File: src/rtl/pt_xlate_pkg.sv
package pt_xlate_pkg;

  localparam int ENT_W     = 8;
  localparam int ENT_V_BIT = 7;
  localparam int ENT_R_HI  = 6;
  localparam int ENT_R_LO  = 5;

  typedef enum logic [1:0] {
    ACC_LOAD  = 2'b00,
    ACC_STORE = 2'b01,
    ACC_FETCH = 2'b10,
    ACC_RSVD  = 2'b11
  } acc_e;

  typedef enum logic [1:0] {
    RT_RO   = 2'b00,
    RT_RW   = 2'b01,
    RT_EX   = 2'b10,
    RT_RSVD = 2'b11
  } rights_e;

  typedef enum logic [1:0] {
    FLT_NONE   = 2'b00,
    FLT_ABSENT = 2'b01,
    FLT_PROT   = 2'b10
  } fault_e;

  typedef enum logic [1:0] {
    ST_IDLE  = 2'b00,
    ST_ISSUE = 2'b01,
    ST_WAIT  = 2'b10,
    ST_RESP  = 2'b11
  } walk_st_e;

endpackage

File: src/rtl/pt_rst_sync.sv
module pt_rst_sync (
  input  logic clk,
  input  logic rst_n,
  output logic rst_sync_n
);

  logic [1:0] sync_q;

  always_ff @(posedge clk or negedge rst_n) begin
    if (!rst_n) begin
      sync_q <= 2'b00;
    end else begin
      sync_q <= {sync_q[0], 1'b1};
    end
  end

  assign rst_sync_n = sync_q[1];

endmodule

File: src/rtl/pt_base_reg.sv
module pt_base_reg #(
  parameter int MA_W = 16
) (
  input  logic            clk,
  input  logic            rst_n,
  input  logic            wr_en,
  input  logic [MA_W-1:0] wr_data,
  output logic [MA_W-1:0] base_q
);

  logic [MA_W-1:0] base_d;

  always_comb begin
    base_d = base_q;
    if (wr_en) base_d = wr_data;
  end

  always_ff @(posedge clk or negedge rst_n) begin
    if (!rst_n) begin
      base_q <= '0;
    end else if (wr_en) begin
      base_q <= base_d;
    end
  end

endmodule

File: src/rtl/pt_entry_check.sv
module pt_entry_check
  import pt_xlate_pkg::*;
#(
  parameter  int PPN_W = 3,
  parameter  int OFF_W = 10,
  localparam int PA_W  = PPN_W + OFF_W
) (
  input  logic             ent_v,
  input  rights_e          ent_rights,
  input  logic [PPN_W-1:0] ent_ppn,
  input  acc_e             kind,
  input  logic [OFF_W-1:0] off,
  output fault_e           fault,
  output logic [PA_W-1:0]  paddr
);

  logic allowed;

  always_comb begin
    allowed = 1'b0;
    case (kind)
      ACC_LOAD:  allowed = (ent_rights != RT_RSVD);
      ACC_STORE: allowed = (ent_rights == RT_RW);
      ACC_FETCH: allowed = (ent_rights == RT_EX);
      default:   allowed = 1'b0;
    endcase
  end

  always_comb begin
    if (!ent_v)        fault = FLT_ABSENT;
    else if (!allowed) fault = FLT_PROT;
    else               fault = FLT_NONE;
  end

  assign paddr = {ent_ppn, off};

endmodule

File: src/rtl/pt_walk_ctl.sv
module pt_walk_ctl
  import pt_xlate_pkg::*;
#(
  parameter  int VPN_W = 5,
  parameter  int OFF_W = 10,
  parameter  int PPN_W = 3,
  parameter  int MA_W  = 16,
  localparam int VA_W  = VPN_W + OFF_W,
  localparam int ENT_SHIFT = $clog2(ENT_W / 8)
) (
  input  logic             clk,
  input  logic             rst_n,
  input  logic             req_valid,
  output logic             req_ready,
  input  logic [VA_W-1:0]  req_vaddr,
  input  logic [1:0]       req_kind,
  input  logic [MA_W-1:0]  base_q,
  output logic             mem_req,
  output logic [MA_W-1:0]  mem_addr,
  input  logic             mem_rvalid,
  input  logic [ENT_W-1:0] mem_rdata,
  output logic             rsp_valid,
  output logic             ent_v,
  output rights_e          ent_rights,
  output logic [PPN_W-1:0] ent_ppn,
  output acc_e             kind_q,
  output logic [OFF_W-1:0] off_q
);

  walk_st_e        state_q, state_d;
  logic            accept, capture;
  logic [MA_W-1:0] addr_q, addr_d;
  logic [ENT_W-1:0] rdata_unused;

  assign rdata_unused = mem_rdata;
  assign accept  = (state_q == ST_IDLE) && req_valid;
  assign capture = (state_q == ST_WAIT) && mem_rvalid;
  assign addr_d  = base_q + (MA_W'(req_vaddr[VA_W-1:OFF_W]) << ENT_SHIFT);

  always_comb begin
    state_d = state_q;
    case (state_q)
      ST_IDLE:  if (req_valid)  state_d = ST_ISSUE;
      ST_ISSUE:                 state_d = ST_WAIT;
      ST_WAIT:  if (mem_rvalid) state_d = ST_RESP;
      ST_RESP:                  state_d = ST_IDLE;
      default:                  state_d = ST_IDLE;
    endcase
  end

  always_ff @(posedge clk or negedge rst_n) begin
    if (!rst_n) begin
      state_q    <= ST_IDLE;
      addr_q     <= '0;
      off_q      <= '0;
      kind_q     <= ACC_LOAD;
      ent_v      <= 1'b0;
      ent_rights <= RT_RO;
      ent_ppn    <= '0;
    end else begin
      state_q <= state_d;
      if (accept) begin
        addr_q <= addr_d;
        off_q  <= req_vaddr[OFF_W-1:0];
        kind_q <= acc_e'(req_kind);
      end
      if (capture) begin
        ent_v      <= mem_rdata[ENT_V_BIT];
        ent_rights <= rights_e'(mem_rdata[ENT_R_HI:ENT_R_LO]);
        ent_ppn    <= mem_rdata[PPN_W-1:0];
      end
    end
  end

  assign req_ready = (state_q == ST_IDLE);
  assign mem_req   = (state_q == ST_ISSUE);
  assign rsp_valid = (state_q == ST_RESP);
  assign mem_addr  = addr_q;

  a_r2_busy_after_accept: assert property (@(posedge clk) disable iff (!rst_n)
    (req_valid && req_ready) |=> (!req_ready && mem_req));
  a_r3_mem_one_shot: assert property (@(posedge clk) disable iff (!rst_n)
    mem_req |=> !mem_req);
  a_r4_addr_held: assert property (@(posedge clk) disable iff (!rst_n)
    !req_ready |=> $stable(mem_addr));
  a_r9_rsp_follows_data: assert property (@(posedge clk) disable iff (!rst_n)
    (state_q == ST_WAIT && mem_rvalid) |=> rsp_valid);
  a_r9_rsp_one_shot: assert property (@(posedge clk) disable iff (!rst_n)
    rsp_valid |=> (!rsp_valid && req_ready));

endmodule

File: src/rtl/pt_xlate.sv
module pt_xlate
  import pt_xlate_pkg::*;
#(
  parameter  int PAGE_BYTES = 1024,
  parameter  int VPAGES     = 32,
  parameter  int PPAGES     = 8,
  parameter  int MA_W       = 16,
  localparam int OFF_W = $clog2(PAGE_BYTES),
  localparam int VPN_W = $clog2(VPAGES),
  localparam int PPN_W = $clog2(PPAGES),
  localparam int VA_W  = VPN_W + OFF_W,
  localparam int PA_W  = PPN_W + OFF_W
) (
  input  logic             clk,
  input  logic             rst_n,
  input  logic             pt_base_we,
  input  logic [MA_W-1:0]  pt_base_wdata,
  input  logic             req_valid,
  output logic             req_ready,
  input  logic [VA_W-1:0]  req_vaddr,
  input  logic [1:0]       req_kind,
  output logic             mem_req,
  output logic [MA_W-1:0]  mem_addr,
  input  logic             mem_rvalid,
  input  logic [7:0]       mem_rdata,
  output logic             rsp_valid,
  output logic [1:0]       rsp_fault,
  output logic [PA_W-1:0]  rsp_paddr
);

  logic             rst_sync_n;
  logic [MA_W-1:0]  base_q;
  logic             ent_v;
  rights_e          ent_rights;
  logic [PPN_W-1:0] ent_ppn;
  acc_e             kind_q;
  logic [OFF_W-1:0] off_q;
  fault_e           fault;

  pt_rst_sync u_rst (
    .clk        (clk),
    .rst_n      (rst_n),
    .rst_sync_n (rst_sync_n)
  );

  pt_base_reg #(.MA_W(MA_W)) u_base (
    .clk     (clk),
    .rst_n   (rst_sync_n),
    .wr_en   (pt_base_we),
    .wr_data (pt_base_wdata),
    .base_q  (base_q)
  );

  pt_walk_ctl #(.VPN_W(VPN_W), .OFF_W(OFF_W), .PPN_W(PPN_W), .MA_W(MA_W)) u_ctl (
    .clk        (clk),
    .rst_n      (rst_sync_n),
    .req_valid  (req_valid),
    .req_ready  (req_ready),
    .req_vaddr  (req_vaddr),
    .req_kind   (req_kind),
    .base_q     (base_q),
    .mem_req    (mem_req),
    .mem_addr   (mem_addr),
    .mem_rvalid (mem_rvalid),
    .mem_rdata  (mem_rdata),
    .rsp_valid  (rsp_valid),
    .ent_v      (ent_v),
    .ent_rights (ent_rights),
    .ent_ppn    (ent_ppn),
    .kind_q     (kind_q),
    .off_q      (off_q)
  );

  pt_entry_check #(.PPN_W(PPN_W), .OFF_W(OFF_W)) u_chk (
    .ent_v      (ent_v),
    .ent_rights (ent_rights),
    .ent_ppn    (ent_ppn),
    .kind       (kind_q),
    .off        (off_q),
    .fault      (fault),
    .paddr      (rsp_paddr)
  );

  assign rsp_fault = fault;

  a_r6_absent_reported: assert property (@(posedge clk) disable iff (!rst_sync_n)
    (rsp_valid && !ent_v) |-> (rsp_fault == FLT_ABSENT));
  a_r8_offset_kept: assert property (@(posedge clk) disable iff (!rst_sync_n)
    (rsp_valid && rsp_fault == FLT_NONE) |-> (rsp_paddr[OFF_W-1:0] == off_q));

  initial begin
    a_r5_geometry: assert (PPN_W <= 3 && VPN_W < MA_W);
  end

endmodule

File: config.mk
export PLATFORM = sky130hd
export DESIGN_NAME = pt_xlate
export DESIGN_NICKNAME = d
export VERILOG_FILES = /design/src/rtl/pt_xlate_pkg.sv /design/src/rtl/pt_rst_sync.sv /design/src/rtl/pt_base_reg.sv /design/src/rtl/pt_entry_check.sv /design/src/rtl/pt_walk_ctl.sv /design/src/rtl/pt_xlate.sv
export SDC_FILE = /design/constraint.sdc
export NUM_CORES = 1
export LEC_CHECK = 0
export ABC_CLOCK_PERIOD_IN_PS = 2300
export BUFFER_PORTS_ARGS = -buffer_cell sky130_fd_sc_hd__buf_2
export CAP_MARGIN = 20
export CORE_MARGIN = 5
export CORE_UTILIZATION = 50
export CTS_CLUSTER_SIZE = 10
export DETAILED_ROUTE_END_ITERATION = 16
export MAX_ROUTING_LAYER = met4
export PLACE_DENSITY_LB_ADDON = 0.08
export SYNTH_ARGS = -nofsm -noshare
export SYNTH_HDL_FRONTEND = slang
export SYNTH_SLANG_ARGS = --single-unit
File: constraint.sdc
create_clock -name clk -period 2.3 [get_ports clk]
set_clock_uncertainty 0.15 [all_clocks]
set_input_delay 0.23 -clock clk [delete_from_list [all_inputs] [get_ports clk]]
set_output_delay 0.23 -clock clk [all_outputs]
set_load 0.05 [all_outputs]
; ---- Word-level counts from Yosys, hierarchy flattened
; Index checks and enable logic that the tools add are counted.
; W data, S select, Z words.
[totals]
ff_bits = 54
latchBits = 0
ram_bits = 0
rom_bits = 0
input_bits = 46
output_inout_bits = 34
elab_cells = 31
mem_count = 0
[classes]
add_sub_neg = 1
multipliers = 0
div_mod_pow = 0
magnitude_cmp = 0
n_eq_ne = 10
n_shift = 0
muxes = 6
bitwise_logic = 0
reduce_logical = 5
[ops]
columns = operator, n
row1 = $add A16 B5 Y16, 1
row2 = $eq A2 B2 Y1 const B, 4
row3 = $mux W2, 4
row4 = $pmux W2 S4, 1
row5 = $eq A2 B1 Y1 const B, 3
row6 = $ne A2 B2 Y1 const B, 3
row7 = $logic_not A2 Y1, 2
row8 = $pmux W1 S3, 1
row9 = $logic_and A1 B1 Y1, 2
row10 = $reduce_and A2 Y1, 1

; ---- Longest topological paths before layout
; Gate-level depths: netlist (run 1).
[logic_depth]
ltp_word = 4
depth_mapped = 7
mapped_depth_nobuf = 7

; ---- Cells and area by module
; From an unflattened synthesis (run 1), not the netlist that was laid out.
[hier_totals]
hier_cells = 262
hier_area_um2 = 2756.4
[by_module_without_submodules]
columns = mod, instances, cells_per_inst, area_per_inst_um2, seq_area_each_um2
row1 = pt_walk_ctl, 1, 199, 1866.8, 900.9
row2 = pt_base_reg, 1, 34, 649.4, 400.4
row3 = pt_entry_check, 1, 26, 186.4, 0.0
row4 = pt_rst_sync, 1, 3, 53.8, 50.0

; ---- Worst setup path after synthesis (run 1)
; No wires, ideal clock.
[synth_path]
kind = register to register
start = register u_base.base_q[0]
end = register u_ctl.addr_q[14], in the netlist u_ctl.mem_addr[14]
setup_time_ps = 130
arrival_ps = 1883
required_time_ps = 2020
setup_slack_ps = 137
stages_incl_launch_ff = 8
n_path_buf = 0
period_less_slack_ps = 2163
path_cell_list = dfrtp_1 -> ha_1 -> fa_1 -> a211o_1 -> a21oi_4 -> and4bb_1 -> xnor2_1 -> o21ai_1
[synth_via]
elab_chain_len = 1
[synth_rtl]
columns = element, line
row1 = from (decl), pt_base_reg.sv:8  ; output logic [MA_W-1:0] base_q
row2 = from (signal assigned), pt_base_reg.sv:22  ; base_q <= base_d;
row3 = $add A16 B5 Y16, pt_walk_ctl.sv:38  ; assign addr_d = base_q + (MA_W'(req_vaddr[VA_W-1:OFF_W]) << ENT_SHIFT);
row4 = to (signal assigned), pt_walk_ctl.sv:63  ; addr_q <= addr_d;
row5 = to (decl), pt_walk_ctl.sv:32  ; logic [MA_W-1:0] addr_q, addr_d;
; Every way passes these cells.
; A chain may end at the register's enable or synchronous reset.

; ---- Worst setup path in the final report (run 1)
[layout_path]
start = register u_ctl.kind_q[0]
end = output port rsp_fault[1]
[layout_via]
elab_chain_len = 4
elab_cells_between_ends = 6
cone_classes = 2 x eq/ne / 3 x mux / 1 x reduce/logical
[layout_rtl]
columns = element, line
row1 = from (decl), pt_walk_ctl.sv:26  ; output acc_e kind_q,
row2 = from (signal assigned), pt_walk_ctl.sv:65  ; kind_q <= acc_e'(req_kind);
row3 = "$eq A2 B2 Y1, or another cell as far along", pt_entry_check.sv:21  ; case (kind)
row4 = $pmux W1 S3 (*), pt_entry_check.sv:21
row5 = $mux W2 (*), pt_entry_check.sv:31  ; else if (!allowed) fault = FLT_PROT;
row6 = $mux W2 (*), pt_entry_check.sv:30  ; if (!ent_v) fault = FLT_ABSENT;
row7 = to (decl), pt_xlate.sv:27  ; output logic [1:0] rsp_fault,
; Mark *: on every way between the ends. The rest lies on a longest branch, timed or not.

==> results.yml, run 1 <==
worst_setup_path:
  crit_buf_inv: 2
  crit_slowest_cell: "dfrtp_1"
  critPathRequiredTime_ns: 1.92
  start_kind: "register"
  path_delay_family: "flip-flops"
  path_max_fanout: 3
  worst-setup-path-type: "reg2out"
  cp_slowest_stage_delay_ns: 0.41
  end_kind: "output port"
  cp.arrival_ns: 1.81
  path_cells: "inv_2 -> ha_1 -> mux2_2 -> a21oi_2 -> a211oi_1 -> nor2_1 -> buf_6"
yosys:
  syn_avg_cell_area_sq_um: 12.5
  synthMuxAreaShare: 0.170
  synthAdderAreaFrac: 0.0678
  yosysTopAreaCell: "dfrtp_1"
  ys.flop_type: "dfrtp_1"
  synth_seq_cells: 54
  synth.net_count: 260
  synthArstFlopShare: 1.00
  synth_top_family_by_area: "multiplexers"
  synth_compound_gate_area_share: 0.0887
  synth-edff-count: 0
  synth_simple_gate_area_frac: 0.0713
  yosys-top-cells-area: "dfrtp_1 54%, mux2_2 17%, ha_1 6.0%"
  ys_warn_count: 0
  yosysUniqueCellTypes: 35
  netlist.area_leader.share: 0.538
  yosysSeqAreaShare: 0.538
  synthXorXnorAreaFrac: 0.0419
  synthCells: 201
  synth_area_sq_um: 2510
global_route:
  grt_pass1_wl_um: 8250
  grt_antenna_before_repair: 0
  grt_max_degree: 41
  first_global_vias: 1793
  grtUsageTotal: 0.166
  grt_overflow_total: 0
clock_network:
  cts_buffers: 5
  root_buffer: "clkbuf_8"
  h-tree-depth: 2
  cts_tree: "yes"
  clock_path_buffers: 2
  clock_latency_ns: 0.29
  clock_sinks: 54
  path_clk_slew_ns: 0.09
routing:
  wirelength_um: 5030
  wl_met3_um: 304
  avgViaCountPerCell: 4.94
  drc: 0
  drtAntennaViolNets: 0
  routed.top_layer: "met4"
  wl_met1_um: 2130
  wl_per_cell_um: 13.9
  dr_wl_met2_um: 2560
  first_pass_iters: 4
  vias: 1782
  drt_iter0_drc: 45
hold_path:
  hold_path_class: "in2reg"
timing:
  finalCriticalPeriod_ns: 2.19
  finalHoldViolCount: 0
  rsz0062_at_grt: "false"
  timing.final.crit_share: 0.950
  max_freq_mhz: 457
  fin_tns_setup_ns: 0
  final-max-slew-violation-count: 0
  setup_slack_ns: 0.114
  finalSetupViolations: 0
power:
  p_comb_frac: 0.531
  leakagePower_uw: 0.00154
  power-per-cell-area_nw_per_um2: 1350
  pwr-share-clk: 0.121
  total_power_uw: 4330
  ir_drop_uv: 678
  pwr-share-seq: 0.348
  internal-power_uw: 2240
  switchingPower_uw: 2090
  swShare: 0.483
placement:
  dpl_cell_area_sq_um: 3000
  place_hpwl_um: 3880
  dpl_worst_slack_ns: 0.0469
  numPortBuffers: 77
  routabilityCongestion: 0.707
finish:
  area_delta_synth_final_pct: 27.7
  multi_input_area_sq_um: 1120
  n_antenna_cell: 0
  drive_above_1_share: 0.466
  fin_util: 0.670
  final_cell_area_sq_um: 3210
  fillers: 400
  seqCellArea_sq_um: 1350
  nets: 352
floorplanning:
  start_util: 0.525
  ios: 80
  core_area_sq_um: 4790
  die_h_um: 80.9
  row_count: 25
  dieArea_sq_um: 6540
  die_w_um: 80.9
run:
  drv_cap: 0
run_status:
  status: "finished, final reports clean"
## cells in the mapped netlist, types with 2 or more instances
cell type / count
dfrtp_1: 54
inv_1: 7
nor2_1: 7
o21ai_1: 3
clkbuf_1: 4
mux2_2: 38
ha_1: 12
nand3_1: 6
a211oi_1: 2
a21o_1: 2
nand2_1: 17
o21ai_0: 11
buf_2: 2
xnor2_1: 6
xor2_1: 6
and3_1: 2
a21oi_1: 4
## repair_timing
item	4_1_cts	5_1_grt
hold buffers	5	5
endpoints found under the hold margin	6	5
resized for setup	0	8
endpoints found under the setup margin	0	6
buffers inserted	0	0
## through the flow
step	hold WS, ns	std cells
CTS	0.000336	356
global placement	-0.135	343
floorplan	-0.216	201
detailed placement	-0.133	343
global route	0.000135	361
finish	0.0124	361
## final timing paths
path                                                        to                         start  slack [ns]  depth (start not counted)
worst max-delay path                              rsp_fault[1]   u_ctl.kind_q[0]$_DFFE_PN0P_        0.11                          7
worst min-delay path             u_base.base_q[13]$_DFFE_PN0P_             pt_base_wdata[13]        0.01                          2
worst max register to register  u_ctl.mem_addr[12]$_DFFE_PN0P_  u_base.base_q[0]$_DFFE_PN0P_        0.16                          8
worst min register to register    u_base.base_q[5]$_DFFE_PN0P_     u_rst.sync_q[1]$_DFF_PN0_        0.08                          0
max in group asynchronous         u_base.base_q[2]$_DFFE_PN0P_     u_rst.sync_q[1]$_DFF_PN0_        1.32                          1
min in group asynchronous         u_base.base_q[5]$_DFFE_PN0P_     u_rst.sync_q[1]$_DFF_PN0_        0.08                          0
## flip-flops by register name, indices dropped and copies added (netlist names)
signal and count:
u_ctl.ent_rights 2, u_base.base_q 16, u_ctl.state_q 2, u_ctl.ent_ppn 3, u_ctl.ent_v 1, u_ctl.kind_q 2
u_rst.sync_q 2, u_ctl.off_q 10, u_ctl.mem_addr 16
## power groups by stage
stage               Clock [uW]  Combinational, uW  Sequential (uW)
floorplan                    0                872             2380
global placement             0               2220             1510
detailed placement           0               2270             1530
CTS                        547               2280             1510
global route               591               2440             1560
finish                     523               2300             1510
## cells in the final DEF (no fill, tap or decap), types with 2 or more instances in the layout
cell / netlist / layout
o21ai_1: 3 / 4
a21oi_1: 4 / 3
ha_1: 12 / 11
dfrtp_1: 54 / 53
dlygate4sd3_1: 0 / 10
a211oi_1: 2 / 2
nand3_1: 6 / 6
buf_4: 0 / 3
mux2_2: 38 / 38
and3_1: 2 / 2
xnor2_1: 6 / 6
nor2_1: 7 / 7
nand2_1: 17 / 17
inv_1: 7 / 6
clkbuf_8: 0 / 6
o21ai_0: 11 / 10
a21o_1: 2 / 2
xor2_1: 6 / 6
buf_2: 2 / 76
## cell type report
cell class,instances,share of cell area
Clock buffer,7,0.0269
Inverter,7,0.00820
Timing Repair Buffer,91,0.167
Sequential cell,54,0.422
Multi-Input combinational cell,134,0.349
Clock inverter,1,0.00156
Tap cell,67,0.0262
## logic make-up after synthesis
family	after synthesis
mux	38
buf+inv	13
other cells	1
fa+ha+maj	13
simple gates	38
compound gates	32
xor+xnor	12
flops	54
## routing by layer
layer  global-route usage  vias up
met5                    -        -
met2                0.283       46
met1                0.201      852
met3               0.0322        5
li1                     -      879
met4               0.0456        0
## worst register-to-register path: stages (launching register included)
cell	delay, ns
dfrtp_1	0.40
ha_2	0.21
fa_2	0.37
a211o_1	0.34
a21oi_4	0.13
buf_4	0.14
nor3_1	0.06
xnor2_1	0.12
o21ai_1	0.15
No activity file was read; power rests on OpenSTA's default activity.
==> run 2, diff against run 1 <==
Settings changed: BUFFER_PORTS_ARGS -buffer_cell sky130_fd_sc_hd__buf_2 to -buffer_cell sky130_fd_sc_hd__buf_4, CORE_MARGIN 5 to 1.
==> run 2 against run 1 <==
Compared with the run above: maximum frequency down 0.69%; sequential share of layout area down 4.0 points; clock power is 21% higher; final area increased by 10%; via count grew 4.1%; register-to-register slack worse by 0.06 ns; flip-flop and latch count unchanged; combinational power is 8% higher; utilization increased by 6.9 points.
==> results.yml, run 2 (same netlist as run 1, synthesis figures left out) <==
finish:
  fin_util: 0.739
  final_common_cell: "buf_4"
  final_cell_area_sq_um: 3540
  n_antenna_cell: 0
  layout_common_cells: "81 x buf_4, 53 x dfrtp_1, 38 x mux2_2, 23 x dlygate4sd3_1, 17 x nand2_1"
  nets: 366
  drive_above_1_share: 0.445
  area_delta_synth_final_pct: 40.9
worst_setup_path:
  reg2reg_from: "u_base.base_q[0]$_DFFE_PN0P_"
  worst-setup-path-type: "reg2reg"
  critPathRequiredTime_ns: 2.34
  rrSetupSlack_ns: 0.1
  crit_start: "u_base.base_q[0]$_DFFE_PN0P_"
  cp.arrival_ns: 2.24
  start_kind: "register"
  path_max_fanout: 3
  end_kind: "register"
  rr_endpoint: "u_ctl.mem_addr[14]$_DFFE_PN0P_"
  r2r_cells: 7
routing:
  vias: 1855
  drt_iter0_drc: 55
  avgViaCountPerCell: 4.95
  wl_per_cell_um: 13.5
  drtAntennaViolNets: 0
  drc: 0
  first_pass_iters: 4
  wirelength_um: 5080
timing:
  timing.final.crit_share: 0.957
  tightest_slew_ns: 0.655
  max_freq_mhz: 454
  finalHoldViolCount: 0
  final-max-slew-violation-count: 0
  finalCriticalPeriod_ns: 2.20
  finalSetupViolations: 0
  max-slew-margin-rel: 0.563
  setup_slack_ns: 0.0988
  fin_tns_setup_ns: 0
  rsz0062_at_grt: "false"
floorplanning:
  dieArea_sq_um: 5310
  die_w_um: 72.9
  start_util: 0.525
  die_h_um: 72.9
  row_count: 25
  ios: 80
  core_area_sq_um: 4790
run_status:
  status: "finished, final reports clean"
clock_network:
  clock_sinks: 54
  path_clk_slew_ns: 0.09
  clock_latency_ns: 0.31
  clock_path_buffers: 2
  cts_buffers: 5
  root_buffer: "clkbuf_8"
  cts_tree: "yes"
  h-tree-depth: 2
global_route:
  grt_overflow_total: 0
  grt_max_degree: 31
  grt_pass1_wl_um: 8590
  grtUsageTotal: 0.217
  grt_antenna_before_repair: 0
  first_global_vias: 1951
power:
  ir_drop_uv: 653
  power-per-cell-area_nw_per_um2: 1310
  leakagePower_uw: 0.00166
  total_power_uw: 4630
placement:
  place_hpwl_um: 3590
  dpl_worst_slack_ns: 0.0764
  dpl_cell_area_sq_um: 3190
  numPortBuffers: 77
  routabilityCongestion: 0.810
hold_path:
  worstHoldPathCells: 2
  hp-start: "pt_base_wdata[13]"
  hold_path_class: "in2reg"
  min_to: "u_base.base_q[13]$_DFFE_PN0P_"
run:
  drv_cap: 0
## run 2: worst max path at each step
| stage | endpoint | cells after the start |
|---|---|---|
| final | u_ctl.mem_addr[14]$_DFFE_PN0P_ | 7 |
| after global routing | u_ctl.mem_addr[10]$_DFFE_PN0P_ | 8 |
| after CTS | u_ctl.mem_addr[14]$_DFFE_PN0P_ | 7 |
| after detailed placement | u_ctl.mem_addr[10]$_DFFE_PN0P_ | 8 |
| after global placement | u_ctl.mem_addr[8]$_DFFE_PN0P_ | 8 |
| after floorplan | u_ctl.mem_addr[14]$_DFFE_PN0P_ | 7 |
## run 2: timing repair
action	4_1_cts	5_1_grt
endpoints found under the hold margin	22	2
hold buffers	21	2
resized for setup	0	4
buffers inserted	0	0
setup endpoints to repair	0	6
## run 2: per-layer routing
layer | vias to the layer above | track usage | share of wire
li1 | 906 | - | -
met1 | 887 | 0.237 | 0.41
met2 | 56 | 0.401 | 0.54
met3 | 6 | 0.0442 | 0.041
met4 | 0 | 0.0588 | 0.010
met5 | - | - | 0
## run 2: worst max-delay path, stage by stage (launching register included)
cell and delay, ns:
dfrtp_1 0.40, ha_1 0.24, fa_2 0.39, a211o_1 0.34, a21oi_4 0.13, and4bb_1 0.21
xnor2_1 0.16, o21ai_1 0.08
## run 2: power by group
part,internal (uW),switching (uW)
sequential,1300,228
clock,325,306
combinational,893,1590
## run 2: layout make-up
cell class | count | area (sq um)
clock buffers | 6 | 72.6
well taps | 67 | 83.8
flip-flops and latches | 54 | 1350
multi-input cells | 134 | 1110
inverters | 7 | 26.3
repair buffers | 105 | 850
fillers | 376 | 1250
clock inverters | 2 | 37.5
## run 2: per-stage QoR
step | cells | hold slack (ns)
5_1_grt | 375 | 0.000910
4_1_cts | 373 | 0.000445
2_1_floorplan | 201 | -0.216
6_report | 375 | 0.00729
3_3_place_gp | 344 | -0.138
3_5_place_dp | 344 | -0.137
